File: config.mk
export PLATFORM = sky130hd
export DESIGN_NAME = sdclk_gen
export DESIGN_NICKNAME = d
export VERILOG_FILES = /design/src/rtl/sdclk_pkg.sv /design/src/rtl/sdclk_ctl.sv /design/src/rtl/sdclk_stab.sv /design/src/rtl/sdclk_div.sv /design/src/rtl/sdclk_gen.sv
export SDC_FILE = /design/constraint.sdc
export NUM_CORES = 1
export LEC_CHECK = 0
export ABC_AREA = 1
export BUFFER_PORTS_ARGS = -buffer_cell sky130_fd_sc_hd__buf_2
export CORE_MARGIN = 5
export CORE_UTILIZATION = 40
export CTS_CLUSTER_DIAMETER = 200
export DETAILED_ROUTE_END_ITERATION = 16
export PLACE_DENSITY = 0.7
export SLEW_MARGIN = 10
export SYNTH_ARGS = -nofsm -noshare
export SYNTH_HDL_FRONTEND = slang
export SYNTH_HIERARCHICAL = 1
export SYNTH_SLANG_ARGS = --single-unit
File: constraint.sdc
create_clock -name clk_i -period 1.98 [get_ports clk_i]
set_input_delay 0.495 -clock clk_i [delete_from_list [all_inputs] [get_ports clk_i]]
set_output_delay 0.495 -clock clk_i [all_outputs]
set_load 0.02 [all_outputs]
File: src/rtl/sdclk_pkg.sv
package sdclk_pkg;
  localparam int WORD_W      = 32;
  localparam int POS_INT_EN  = 0;
  localparam int POS_STABLE  = 1;
  localparam int POS_CARD_EN = 2;
  localparam int POS_DIV_LSB = 8;
  localparam int POS_FULLRST = 24;
endpackage

File: src/rtl/sdclk_ctl.sv
module sdclk_ctl
  import sdclk_pkg::*;
#(
  parameter int CODE_W = 8
) (
  input  logic              clk_i,
  input  logic              rst_ni,
  input  logic              we_i,
  input  logic [WORD_W-1:0] wdata_i,
  output logic              int_en_o,
  output logic              card_en_o,
  output logic [CODE_W-1:0] code_o
);
  always_ff @(posedge clk_i) begin
    if (!rst_ni) begin
      int_en_o  <= 1'b0;
      card_en_o <= 1'b0;
      code_o    <= '0;
    end else if (we_i) begin
      if (wdata_i[POS_FULLRST]) begin
        int_en_o  <= 1'b0;
        card_en_o <= 1'b0;
        code_o    <= '0;
      end else begin
        int_en_o  <= wdata_i[POS_INT_EN];
        card_en_o <= wdata_i[POS_CARD_EN];
        code_o    <= wdata_i[POS_DIV_LSB +: CODE_W];
      end
    end
  end
endmodule

File: src/rtl/sdclk_stab.sv
module sdclk_stab #(
  parameter int STABLE_CYCLES = 8
) (
  input  logic clk_i,
  input  logic rst_ni,
  input  logic int_en_i,
  output logic stable_o
);
  localparam int CW = $clog2(STABLE_CYCLES + 1);
  localparam logic [CW-1:0] LIMIT = CW'(STABLE_CYCLES);

  logic [CW-1:0] wait_q;

  always_ff @(posedge clk_i) begin
    if (!rst_ni || !int_en_i) begin
      wait_q <= '0;
    end else if (wait_q != LIMIT) begin
      wait_q <= wait_q + 1'b1;
    end
  end

  // Drops in the same cycle as the enable, rises once the count is full.
  assign stable_o = int_en_i && (wait_q == LIMIT);
endmodule

File: src/rtl/sdclk_div.sv
module sdclk_div #(
  parameter int CODE_W = 8
) (
  input  logic              clk_i,
  input  logic              rst_ni,
  input  logic              run_i,
  input  logic [CODE_W-1:0] code_i,
  output logic              clk_o,
  output logic              ce_o
);
  localparam int SH_W = $clog2(CODE_W + 1);

  logic [SH_W-1:0]   want_sh;
  logic [SH_W-1:0]   act_sh;
  logic [CODE_W-1:0] phase_q;
  logic [CODE_W:0]   period;
  logic [CODE_W:0]   period_m1;
  logic [CODE_W-1:0] last_ph;
  logic [CODE_W-1:0] half_ph;

  // Highest set bit wins: later iterations override earlier ones.
  always_comb begin
    want_sh = '0;
    for (int i = 0; i < CODE_W; i++) begin
      if (code_i[i]) want_sh = SH_W'(i + 1);
    end
  end

  assign period    = {{CODE_W{1'b0}}, 1'b1} << act_sh;
  assign period_m1 = period - 1'b1;
  assign last_ph   = period_m1[CODE_W-1:0];
  assign half_ph   = period[CODE_W:1];

  always_ff @(posedge clk_i) begin
    if (!rst_ni) begin
      phase_q <= '0;
      act_sh  <= '0;
    end else if (!run_i || phase_q == last_ph) begin
      phase_q <= '0;
      act_sh  <= want_sh;
    end else begin
      phase_q <= phase_q + 1'b1;
    end
  end

  assign ce_o  = run_i && (phase_q == '0);
  assign clk_o = run_i && (phase_q < half_ph);
endmodule

File: src/rtl/sdclk_gen.sv
module sdclk_gen
  import sdclk_pkg::*;
#(
  parameter int CODE_W        = 8,
  parameter int STABLE_CYCLES = 8
) (
  input  logic              clk_i,
  input  logic              rst_ni,
  input  logic              ctl_we_i,
  input  logic [WORD_W-1:0] ctl_wdata_i,
  output logic [WORD_W-1:0] ctl_rdata_o,
  output logic              card_clk_o,
  output logic              card_ce_o
);
  logic              int_en;
  logic              card_en;
  logic              stable;
  logic              run;
  logic [CODE_W-1:0] code;

  sdclk_ctl #(.CODE_W(CODE_W)) u_ctl (
    .clk_i    (clk_i),
    .rst_ni   (rst_ni),
    .we_i     (ctl_we_i),
    .wdata_i  (ctl_wdata_i),
    .int_en_o (int_en),
    .card_en_o(card_en),
    .code_o   (code)
  );

  sdclk_stab #(.STABLE_CYCLES(STABLE_CYCLES)) u_stab (
    .clk_i   (clk_i),
    .rst_ni  (rst_ni),
    .int_en_i(int_en),
    .stable_o(stable)
  );

  assign run = int_en && stable && card_en;

  sdclk_div #(.CODE_W(CODE_W)) u_div (
    .clk_i (clk_i),
    .rst_ni(rst_ni),
    .run_i (run),
    .code_i(code),
    .clk_o (card_clk_o),
    .ce_o  (card_ce_o)
  );

  always_comb begin
    ctl_rdata_o = '0;
    ctl_rdata_o[POS_INT_EN]               = int_en;
    ctl_rdata_o[POS_STABLE]               = stable;
    ctl_rdata_o[POS_CARD_EN]              = card_en;
    ctl_rdata_o[POS_DIV_LSB +: CODE_W]    = code;
  end
endmodule

==> results by group <==
Outcome
  – Status: complete, but fails checks
  – Violated checks: negative setup slack

Place
  – Post-DP HPWL: 3070 microns
  – Placer congestion estimate: 0.812
  – Port Buffers: 26

Layout
  – Area growth syn-to-layout: 30.6%
  – Share of cells above drive strength 1: 0.372
  – Final Net Count: 369
  – Antenna cells: 0
  – Fill cells: 426

Floorplanning
  – Die span in x: 78.0 microns
  – Starting Density: 0.419
  – Core ar.: 0.00441 sq mm
  – Top Ports: 69
  – Die footprint: 0.00609 sq mm
  – Die Y-Extent: 78.0 microns
  – Rows: 24

Synth
  – Main synth FF type: dfxtp_1
  – Most common cell in the netlist: nand2_1
  – Yosys reg bits: 26
  – Area share of the largest cell type after synthesis: 0.281
  – Yosys cell types: 30
  – Commonest cells in the synthesized netlist: nand2_1 (58), inv_1 (30), dfxtp_1 (26), nand3_1 (26), buf_4 (24)
  – Average cell area after synthesis: 6.96 sq um
  – Leading area contributor after synthesis: dfxtp_1
  – Top post-synthesis cells by area: dfxtp_1 (28%), nand2_1 (12%), buf_4 (9.7%), ha_1 (8.1%), nand3_1 (7.0%)
  – Sequential element share of the synthesized area: 0.281
  – Warnings from Yosys: 6
  – Post-synthesis cell count: 266
  – Asr flop ratio synth: 0
  – Synthesized area: 0.00185 sq mm
  – EDFF count, synth: 0

GRT
  – First-pass GRT wire length: 6670 microns
  – Vias in the first global route: 1,557
  – Total gr overflow: 0
  – Tot GR Track Use: 0.128
  – Initial antenna violation count: 0
  – Largest net degree at the start of global routing: 14

Pwr
  – PwrDens: 488 mW/mm^2
  – Design Power: 1180 uW
  – Leak: 0.00109 uW
  – Worst VDD drop: 0.000378 V

STA
  – Clk_skew: 0.685 ps
  – Fin crit period: 2290 ps
  – Setup violation total in the final timing report: 14
  – Period utilization: 1.16
  – Final WS setup: -307 ps
  – Worst-case hold slack: 480 ps
  – Final hold vios: 0
  – RSZ-0062 raised after global routing: true
  – Fmax: 437 MHz
  – Slew Viols, Final: 0

Setup path
  – Req. time, crit path: 1480 ps
  – Worst-path fanout max: 4
  – Worst setup EP type: primary output
  – CP Class: reg -> out
  – FF-to-FF path depth: 14
  – Worst Setup Start Kind: register
  – CP Data Arrival Time: 1790 ps
  – Flop2flop setup slack: -60 ps
  – RR Startpoint: u_div/act_sh[2]$_SDFFE_PN0P_
  – R2r endpoint: u_div/phase_q[0]$_SDFF_PP0_

Min path
  – Hold endpoint: u_ctl/card_en_o$_SDFFE_PN0P_
  – HP Start: u_ctl/card_en_o$_SDFFE_PN0P_
  – Hold crit path type: reg -> reg
  – Hold path cells: 2

Clocking
  – Clock buffer depth: 2
  – Inserted Clock Buffers: 3
  – Root Buffer: clkbuf_8
  – CTS tree: done
  – Clock sink count: 26
  – Clk_lat worst skew: 260 ps
  – Clock slew at reported path FFs: 80 ps
  – H-tree depth: 1
  – Cts hold-fix bufs: 0

Flow run
  – MaxCap Viol Count: 0

Route
  – Via-to-Cell Ratio: 4.66
  – Initial drt markers: 46
  – Post-route DRC violation count: 0
  – DR vias: 1,733
  – Antenna-violating nets left: 0
  – WL/cell: 10.7 microns
  – Final WL: 3980 microns
  – 1st-pass router iterations: 4
-- what timing repair did --
item | CTS | global route
buffers inserted | 5 | 3
pin swaps | 8 | 14
resized for setup | 13 | 37
endpoints found under the setup margin | 14 | 14
-- registers in the layout (all words and copies together), names as in the netlist --
signal           cells
u_ctl/card_en_o      1
u_ctl/code_o         8
u_ctl/int_en_o       1
u_div/act_sh         4
u_div/phase_q        8
u_stab/wait_q        4
-- power by group --
group	internal, uW	switching, uW
Combinational	136	205
Clock	136	151
Sequential	535	15.8
-- cells by family after synthesis --
family,after synthesis,share of synthesized area
adders and majority gates,12,0.0811
AOI/OAI and AO/OA,23,0.0669
buffers and inverters,61,0.180
and+or+nand+nor,136,0.356
xor gates and xnor gates,7,0.0331
DFF,26,0.281
other,1,0.00203
-- through the flow --
stage,instances,cell area (sq um),setup WS [ps],util,TNS [ps]
after floorplan,286,1970,-57.4,-,-57.4
after CTS,369,2260,-297,0.511,-1600
after global routing,372,2420,-414,0.547,-2980
after global placement,361,2140,-91.0,0.484,-1020
final,372,2420,-307,0.547,-1220
after detailed placement,361,2140,-100,0.484,-1180
-- worst max-delay path: stages (launching register included) --
cell	delay (ps)
dfxtp_4	390
inv_2	60
nor2_4	140
nand2_2	90
ha_4	260
o21ai_2	40
nand2_1	60
nand3_1	60
nand2_1	60
nand4_1	70
and3_1	160
buf_6	130
-- layout make-up --
type / count / area, sq um / share of cell area
clock buffers: 3 / 41.3 / 0.0171
inverters: 35 / 136 / 0.0564
flip-flops and latches: 26 / 536 / 0.222
well taps: 52 / 65.1 / 0.0269
multi-input cells: 199 / 1250 / 0.518
repair buffers: 57 / 385 / 0.160
-- worst max path at each step --
stage                                        from                            to  slack, ps  cells after the start
floorplan           u_stab/wait_q[1]$_SDFFE_PP0P_                     card_ce_o        -60                      9
global placement     u_div/act_sh[1]$_SDFFE_PN0P_  u_div/act_sh[3]$_SDFFE_PN0P_        -90                     14
detailed placement   u_div/act_sh[1]$_SDFFE_PN0P_   u_div/phase_q[3]$_SDFF_PP0_       -100                     14
CTS                 u_stab/wait_q[0]$_SDFFE_PP0P_                     card_ce_o       -300                      9
global route        u_stab/wait_q[0]$_SDFFE_PP0P_                     card_ce_o       -410                      9
finish               u_div/act_sh[1]$_SDFFE_PN0P_                    card_clk_o       -310                     11
-- per-layer routing --
layer | GRT usage | up-vias | wire (microns)
met5 | 0 | - | 0
met4 | 0.0473 | 0 | 62
met3 | 0.0183 | 6 | 153
met2 | 0.219 | 34 | 1940
met1 | 0.164 | 772 | 1830
li1 | - | 921 | -
-- cell usage in the layout (no fill, tap or decap), drive strengths merged, types with 3 or more instances in the layout --
cell,count
dfxtp,26
xnor2,3
clkbuf,3
conb,21
ha,12
nor2,28
buf,57
nand3,29
nor3,5
a21oi,19
xor2,4
nand4,8
inv,34
nand2,63
Note: power is estimated with default switching activity, not from simulation.
